[src/rtl/fault_capture_pkg.sv]
package fault_capture_pkg;
    localparam int unsigned STATUS_OFS = 0;
    localparam int unsigned ACK_OFS    = 1;

    typedef enum logic [1:0] {
        SEL_STATUS,
        SEL_ACK,
        SEL_NONE
    } reg_sel_e;
endpackage

[src/rtl/fault_sync.sv]
module fault_sync #(
    parameter int NUM_PINS = 4
) (
    input  logic                clk_i,
    input  logic [NUM_PINS-1:0] pin_i,
    output logic [NUM_PINS-1:0] level_o,
    output logic [NUM_PINS-1:0] rise_o
);
    typedef struct packed {
        logic [NUM_PINS-1:0] meta;
        logic [NUM_PINS-1:0] stable;
        logic [NUM_PINS-1:0] prev;
    } sync_t;

    sync_t sync_d, sync_q;

    always_comb begin
        sync_d        = sync_q;
        sync_d.meta   = pin_i;
        sync_d.stable = sync_q.meta;
        sync_d.prev   = sync_q.stable;
    end

    // level bits carry no reset: they always track the inputs
    always_ff @(posedge clk_i) begin
        sync_q <= sync_d;
    end

    for (genvar k = 0; k < NUM_PINS; k++) begin : g_pin
        assign level_o[k] = sync_q.stable[k];
        assign rise_o[k]  = sync_q.stable[k] & ~sync_q.prev[k];
    end
endmodule

[src/rtl/fault_flags.sv]
module fault_flags #(
    parameter int NUM_PINS = 4
) (
    input  logic                clk_i,
    input  logic                rst_i,
    input  logic [NUM_PINS-1:0] rise_i,
    input  logic [NUM_PINS-1:0] ack_i,
    output logic [NUM_PINS-1:0] flags_o
);
    typedef struct packed {
        logic [NUM_PINS-1:0] flag;
    } flag_t;

    flag_t flag_d, flag_q;

    always_comb begin
        flag_d = flag_q;
        // set wins over a simultaneous acknowledge
        flag_d.flag = (flag_q.flag & ~ack_i) | rise_i;
        if (rst_i) begin
            flag_d.flag = '0;
        end
    end

    always_ff @(posedge clk_i) begin
        flag_q <= flag_d;
    end

    assign flags_o = flag_q.flag;
endmodule

[src/rtl/fault_regif.sv]
module fault_regif
    import fault_capture_pkg::*;
#(
    parameter  int NUM_PINS = 4,
    parameter  int ADDR_W   = 4,
    localparam int DATA_W   = 2 * NUM_PINS
) (
    input  logic [ADDR_W-1:0]   addr_i,
    input  logic                rd_i,
    input  logic                wr_i,
    input  logic [DATA_W-1:0]   wdata_i,
    input  logic [NUM_PINS-1:0] level_i,
    input  logic [NUM_PINS-1:0] flags_i,
    output logic [DATA_W-1:0]   rdata_o,
    output logic [NUM_PINS-1:0] ack_o
);
    reg_sel_e            sel;
    logic [DATA_W-1:0]   status_w;
    logic [NUM_PINS-1:0] unused_wodd;

    always_comb begin
        if (addr_i == ADDR_W'(STATUS_OFS)) begin
            sel = SEL_STATUS;
        end else if (addr_i == ADDR_W'(ACK_OFS)) begin
            sel = SEL_ACK;
        end else begin
            sel = SEL_NONE;
        end
    end

    for (genvar k = 0; k < NUM_PINS; k++) begin : g_bits
        assign status_w[2*k+1] = level_i[k];
        assign status_w[2*k]   = flags_i[k];
        assign ack_o[k]        = wr_i && (sel == SEL_ACK) && wdata_i[2*k];
        assign unused_wodd[k]  = wdata_i[2*k+1];
    end

    always_comb begin
        rdata_o = '0;
        if (rd_i && (sel == SEL_STATUS)) begin
            rdata_o = status_w;
        end
    end
endmodule

[src/rtl/fault_capture.sv]
module fault_capture #(
    parameter  int NUM_PINS = 4,
    parameter  int ADDR_W   = 4,
    localparam int DATA_W   = 2 * NUM_PINS
) (
    input  logic                clk,
    input  logic                rst,
    input  logic [NUM_PINS-1:0] fault_pin,
    input  logic [ADDR_W-1:0]   bus_addr,
    input  logic                bus_rd,
    input  logic                bus_wr,
    input  logic [DATA_W-1:0]   bus_wdata,
    output logic [DATA_W-1:0]   bus_rdata,
    output logic [NUM_PINS-1:0] fault_flag
);
    logic [NUM_PINS-1:0] level_w;
    logic [NUM_PINS-1:0] rise_w;
    logic [NUM_PINS-1:0] ack_w;
    logic [NUM_PINS-1:0] flag_w;

    fault_sync #(.NUM_PINS(NUM_PINS)) u_sync (
        .clk_i   (clk),
        .pin_i   (fault_pin),
        .level_o (level_w),
        .rise_o  (rise_w)
    );

    fault_flags #(.NUM_PINS(NUM_PINS)) u_flags (
        .clk_i   (clk),
        .rst_i   (rst),
        .rise_i  (rise_w),
        .ack_i   (ack_w),
        .flags_o (flag_w)
    );

    fault_regif #(.NUM_PINS(NUM_PINS), .ADDR_W(ADDR_W)) u_regif (
        .addr_i  (bus_addr),
        .rd_i    (bus_rd),
        .wr_i    (bus_wr),
        .wdata_i (bus_wdata),
        .level_i (level_w),
        .flags_i (flag_w),
        .rdata_o (bus_rdata),
        .ack_o   (ack_w)
    );

    assign fault_flag = flag_w;
endmodule

[config.mk]
export PLATFORM = sky130hd
export DESIGN_NAME = fault_capture
export DESIGN_NICKNAME = d
export VERILOG_FILES = /design/src/rtl/fault_capture_pkg.sv /design/src/rtl/fault_sync.sv /design/src/rtl/fault_flags.sv /design/src/rtl/fault_regif.sv /design/src/rtl/fault_capture.sv
export SDC_FILE = /design/constraint.sdc
export NUM_CORES = 1
export LEC_CHECK = 0
export ABC_AREA = 1
export BUFFER_PORTS_ARGS = -buffer_cell sky130_fd_sc_hd__buf_2
export CORE_UTILIZATION = 44
export DETAILED_ROUTE_END_ITERATION = 7
export PLACE_DENSITY_LB_ADDON = 0.08
export SETUP_SLACK_MARGIN = 0.2
export SYNTH_ARGS = -nofsm -noshare
export SYNTH_HDL_FRONTEND = slang
export SYNTH_HIERARCHICAL = 1
export SYNTH_SLANG_ARGS = --single-unit
[constraint.sdc]
create_clock -name clk -period 1.4 [get_ports clk]
set_clock_uncertainty 0.1 [all_clocks]
set_input_delay 0.21 -clock clk [delete_from_list [all_inputs] [get_ports clk]]
set_output_delay 0.21 -clock clk [all_outputs]
set_load 0.05 [all_outputs]
==> results.txt, run 1 <==
Run status: complete, no violations
Number of global-route vias before repair: 502
Antenna-violating nets left: 0
Placed insts: 112
Endpoints failing setup: 0
Final Hold Viols: 0
Area of the multi-input gates: 214 µm²
Critical path class: in2out
Via density per instance: 4.18
TritonCTS Sinks: 16
Die Y: 38.4 µm
Worst slew pin tran: 0.270 ns
Pre-antenna DRT Iters: 3
DRC viols: 0
Sequential cell area: 329 µm²
ANT cells: 0
Longest Clk Path Bufs: 2
Largest net degree at the start of global routing: 10
Initial core utilization: 0.499
Synth Net Count: 95
CP Capture Type: primary output
Overall routing resource usage: 0.213
CP Data Required Time: 1.09 ns
Max Cap Viol: 0
Seq/Total Area, Yosys: 0.548
Share of cells above drive strength 1: 0.514
Post-synthesis cell type count: 9
Worst min path class: in2reg
Achievable frequency: 761 MHz
Mapped cell area: 584 µm²
Max FO, Critical Path: 8
Leakage: 0.466 nW
CTS clk-pin slew, worst paths: 0.09 ns
YS warnings: 6
Vias: 506
Fin. max-slew vios: 0
Hpwl dp: 718 µm
Clock latency on the worst-skew pair: 0.28 ns
Seq cells post-synth: 16
Growth of design area from synthesis to finish: 65.5%
Core area: 0.00117 mm²
Num ports: 32
H-tree depth: 1
Setup_tns: 0 ns
Grt total ovfl: 0
Peak supply drop: 1080 µV
Iteration-0 DRC count of the detailed router: 4
Syn avg cell area: 7.79 µm²
Final wirelength: 1200 µm
Final Non-Filler Cells: 121
Root buf cell: clkbuf_4
CTS Buf Count: 3
Fillers: 82
Rel. slew slack: 0.820
Final period util: 0.938
Core Rows: 12
RSZ-0062 raised after global routing: yes
Final net count: 128
Arrival time at the worst endpoint: 1.00 ns
Syn Inst Count: 75
Die Footprint: 0.00148 mm²
GPL Wtd Cong: 0.583
Port bufs: 27
Worst setup SP type: primary input
Power per cell area: 968 mW/mm²
Tmin final: 1.31 ns
First-pass GRT wire length: 1950 µm
TritonCTS clock tree: built
Die width: 38.4 µm
Drt wl/cell: 9.94 µm
Initial antenna violation count: 0
layout make-up:
| cell class | instances | area share |
|---|---|---|
| clock buffer | 4 | 0.0375 |
| inverter | 26 | 0.101 |
| multi-input combinational | 29 | 0.221 |
| sequential | 16 | 0.340 |
| tap | 14 | 0.0181 |
| timing repair buffer | 32 | 0.282 |
synth_stat cells:
master,number,area (µm²)
inv_1,26,97.6
dfxtp_1,16,320
nor2_1,12,45.0
nor2_2,6,37.5
nand2_1,5,18.8
a21oi_1,4,20.0
buf_4,4,30.0
nand3_1,1,5.00
nand3_2,1,10.0
metrics by stage:
| step | utilization | total power, mW | setup slack (ns) | hold slack, ns | instance area [µm²] |
|---|---|---|---|---|---|
| global route | 0.826 | 0.986 | 0.0581 | 0.0161 | 967 |
| CTS | 0.813 | 0.939 | 0.0761 | 0.0157 | 952 |
| detailed placement | 0.674 | 0.623 | -0.0434 | 0.214 | 790 |
| global placement | 0.674 | 0.619 | -0.0199 | 0.210 | 790 |
| floorplan | - | 0.590 | 0.204 | 0.138 | 667 |
| finish | 0.826 | 0.936 | 0.0867 | 0.0137 | 967 |
state kept, by name, indices dropped and copies added, names as in the netlist:
register and cells:
u_sync/level_o 4, u_sync/sync_q 4, u_sync/sync_d 4, u_flags/flags_o 4
metal layers:
layer  wire, µm  GRT usage  up-vias
met3         73     0.0407        4
met2        661      0.381       23
li1           -          -      268
met4         39      0.181        0
met1        428      0.207      211
met5          0          0        -
placed cells by master, fill, tap and decap left out, types with 3 or more instances in the layout:
cell / synthesis / routed
a21oi_1: 4 / 4
buf_2: 0 / 12
buf_4: 4 / 3
buf_6: 0 / 8
buf_8: 0 / 3
clkbuf_4: 0 / 5
dfxtp_1: 16 / 9
dfxtp_2: 0 / 7
dlygate4sd3_1: 0 / 4
inv_1: 26 / 25
nand2_1: 5 / 5
nor2_1: 12 / 4
nor2_2: 6 / 4
nor2_4: 0 / 10
report_power, final:
part | leakage [nW] | switching (mW) | internal (mW) | total, mW
sequential | 0.136 | 0.0140 | 0.484 | 0.498
combinational | 0.309 | 0.0825 | 0.0591 | 0.142
clock | 0.0210 | 0.138 | 0.158 | 0.297
worst max-delay path, cell delays in order:
cell and delay, ns:
buf_6 0.10, nor2_4 0.12, nand3_4 0.22, nor2_4 0.18
buf_6 0.16
kinds of logic after synthesis:
kind of cell | count (synthesis) | synth area share
buf+inv | 30 | 0.218
flops | 16 | 0.548
simple gates | 25 | 0.199
compound gates | 4 | 0.0343
path summary, 6_finish.rpt:
kind                            slack (ns)  depth (start not counted)              start                  to
worst max-delay path                  0.09                          5        bus_addr[2]        bus_rdata[5]
worst min-delay path                  0.01                          2                rst  u_flags/flags_o[2]
worst max register to register        0.60                          4  u_sync/level_o[3]  u_flags/flags_o[3]
worst min register to register        0.24                          0   u_sync/sync_d[5]   u_sync/level_o[1]
timing repair:
action	in CTS	in global routing
hold buffers	4	0
pin swaps	8	2
hold endpoints to repair	4	0
endpoints found under the setup margin	9	11
buffers inserted	1	0
resized for setup	25	7
No activity file was read; power rests on OpenSTA's default activity.
==> run 2, diff against run 1 <==
--- a/config.mk
+++ b/config.mk
@@ -9,4 +9,5 @@
 export BUFFER_PORTS_ARGS = -buffer_cell sky130_fd_sc_hd__buf_2
-export CORE_UTILIZATION = 44
+export CORE_AREA = 2 2 39 41
 export DETAILED_ROUTE_END_ITERATION = 7
+export DIE_AREA = 0 0 41 43
 export PLACE_DENSITY_LB_ADDON = 0.08
@@ -15,3 +16,2 @@
 export SYNTH_HDL_FRONTEND = slang
-export SYNTH_HIERARCHICAL = 1
 export SYNTH_SLANG_ARGS = --single-unit
--- a/constraint.sdc
+++ b/constraint.sdc
@@ -4,2 +4,2 @@
 set_output_delay 0.21 -clock clk [all_outputs]
-set_load 0.05 [all_outputs]
+set_load 0.1 [all_outputs]
==> run 2 against run 1 <==
- synthesized area fell by 12%
- setup slack improved by 0.015 ns
- clock-buffer cell count fell by 1
- maximum frequency rose by 1.2%
- via count rose by 0.20%
- wire length rose by 6.8%
- global-route usage fell by 5.5 points
- final cell count fell by 7.4%
- design area rose by 11%
- register-to-register slack got worse by 0.17 ns
- first-iteration DRC count did not move
- largest power group unchanged
==> results.txt, run 2 <==
Run status: complete, no violations
Seq cells post-synth: 16 (unchanged)
Clock latency on the worst-skew pair: 0.27 ns (about the same)
Vias: 507 (+0.20%)
H-tree depth: 1 (unchanged)
CP Capture Type: primary output
Hpwl dp: 812 µm (+13%)
Die width: 41 µm (+6.7%)
Rel. slew slack: 0.863 (+0.0429)
Seq/Total Area, Yosys: 0.621 (+0.0732)
YS warnings: 0 (-6)
CTS Buf Count: 3 (unchanged)
Largest net degree at the start of global routing: 9 (-1)
Root buf cell: clkbuf_4
ANT cells: 0 (unchanged)
Mapped cell area: 515 µm² (-12%)
Final wirelength: 1290 µm (+6.8%)
Core area: 0.00138 mm² (+18%)
Final period util: 0.927 (-0.0110)
TritonCTS Sinks: 16 (unchanged)
First-pass GRT wire length: 1840 µm (-6.0%)
Num ports: 32 (unchanged)
Fillers: 99 (+21%)
Synth Net Count: 73 (-23%)
Synth top area cells: dfxtp_1, inv_1, nor2_1
Post-synth EDFFs: 0 (unchanged)
Arrival time at the worst endpoint: 0.99 ns (about the same)
Longest Clk Path Bufs: 2 (unchanged)
Syn avg cell area: 9.73 µm² (+25%)
Iteration-0 DRC count of the detailed router: 4 (unchanged)
Antenna-violating nets left: 0 (unchanged)
Initial core utilization: 0.373 (-0.126)
Die Y: 43 µm (+12%)
Peak supply drop: 669 µV (-38%)
Final Hold Viols: 0 (unchanged)
Most frequent cells in the layout: nor2_4, buf_2, buf_12
Drt wl/cell: 11.5 µm (+15%)
Worst slew pin tran: 0.207 ns (-0.0638 ns)
Ys async rst share: 0 (unchanged)
Number of global-route vias before repair: 475 (-5.4%)
Share of cells above drive strength 1: 0.698 (+0.184)
Final Non-Filler Cells: 112 (-7.4%)
Die Footprint: 0.00176 mm² (+19%)
CP Cell Sequence: buf_6 > nor2_4 > nand3_4 > buf_12 > nor2_4 > buf_12
Max Cap Viol: 0 (unchanged)
Critical path class: in2out
RSZ-0062 raised after global routing: yes
CTS clk-pin slew, worst paths: 0.08 ns (about the same)
Most frequent cell after synthesis: dfxtp_1
TritonCTS clock tree: built
Placed insts: 98 (-13%)
Initial antenna violation count: 0 (unchanged)
Synth top area share: 0.621 (+0.0732)
DRC viols: 0 (unchanged)
Max FO, Critical Path: 6 (-2)
GPL Wtd Cong: 0.652 (+12%)
Port bufs: 27 (unchanged)
Post-layout util: 0.778 (-0.0483)
Via density per instance: 4.53 (+8.2%)
Hold WS: 0.0185 ns (+0.00476 ns)
Syn Inst Count: 53 (-29%)
Post-synthesis cell type count: 10 (+1)
Leakage: 0.449 nW (-3.7%)
Final net count: 118 (-7.8%)
Most used DFF post-synth: dfxtp_1
Endpoints failing setup: 0 (unchanged)
Worst setup SP type: primary input
Synth top cells by count: dfxtp_1, inv_1, nor2_1
Power per cell area: 858 mW/mm² (-11%)
Worst min path class: in2reg
Largest stage delay on the critical path: 0.18 ns (-0.04 ns)
Core Rows: 14 (+2)
Grt total ovfl: 0 (unchanged)
Tmin final: 1.30 ns (-0.0154 ns)
Growth of design area from synthesis to finish: 109%
Fin. max-slew vios: 0 (unchanged)
Post-synth top area cell: dfxtp_1
Pre-antenna DRT Iters: 2 (-1)
CP Data Required Time: 1.09 ns (about the same)
Overall routing resource usage: 0.159 (-0.0548)
Achievable frequency: 770 MHz (+1.2%)
Slowest CP cell: buf_12
## run 2: changes by cell type in the layout (fill, tap and decap cells not counted), moves of 3 or more
cell / previous run / this run
dfxtp_2: 7 / 4
nor2_1: 4 / 0
dfxtp_4: 0 / 4
nor2_2: 4 / 0
buf_4: 3 / 7
or2_0: 0 / 4
inv_1: 25 / 1
buf_12: 0 / 9
nand4_1: 0 / 4
inv_2: 1 / 8
## run 2: cell families after synthesis
logic type             Yosys count  synth area share
flip-flops                      16             0.621
AO/OA/AOI/OAI                    4            0.0388
buffers and inverters            9            0.0655
AND/OR/NAND/NOR                 24             0.274
## run 2: metal layers
layer | wire length [µm] | share of wire | GRT usage | vias up
li1 | - | - | - | 254
met1 | 414 | 0.32 | 0.138 | 226
met2 | 730 | 0.57 | 0.309 | 25
met3 | 121 | 0.094 | 0.0209 | 2
met4 | 19 | 0.015 | 0.0800 | 0
met5 | 0 | 0 | 0 | -
## run 2: final cells by class
type | count | area, µm² | area share
Clock buffer | 3 | 22.5 | 0.0209
Inverter | 9 | 33.8 | 0.0314
Multi-Input combinational cell | 28 | 226 | 0.210
Sequential cell | 16 | 340 | 0.316
Tap cell | 16 | 20.0 | 0.0186
Timing Repair Buffer | 40 | 433 | 0.402
## run 2: final timing paths
kind | from | to | slack, ns | cells past startpoint
min reg2reg | u_sync.sync_d[6] | u_sync.level_o[2] | 0.23 | 0
min | rst | u_flags.flags_o[0] | 0.02 | 2
max reg2reg | u_sync.level_o[1] | u_flags.flags_o[1] | 0.43 | 4
max | bus_addr[3] | bus_rdata[4] | 0.10 | 6
## run 2: per-stage QoR
step | power (mW) | area [µm²] | setup slack, ns | TNS (ns)
floorplan | 0.608 | 591 | -0.0391 | -0.232
global placement | 0.657 | 881 | 0.0148 | 0
detailed placement | 0.661 | 881 | -0.00539 | -0.00702
CTS | 0.916 | 1020 | 0.102 | 0
global route | 0.974 | 1080 | 0.0706 | 0
finish | 0.923 | 1080 | 0.102 | 0
## run 2: critical path, delay by kind of cell
| family | cells | cell delay [ns] |
|---|---|---|
| simple gates | 3 | 0.34 |
| buf+inv | 3 | 0.43 |
## run 2: repair_timing
item / CTS / global route
hold buffers: 4 / 0
buffers inserted: 3 / 4
pin swaps: 10 / 10
endpoints found under the setup margin: 12 / 10
resized for setup: 16 / 11
hold endpoints to repair: 4 / 0
## run 2: power breakdown
group,internal (mW),switching (mW)
sequential,0.481,0.0145
clock,0.0996,0.122
combinational,0.0833,0.124
total,0.664,0.260
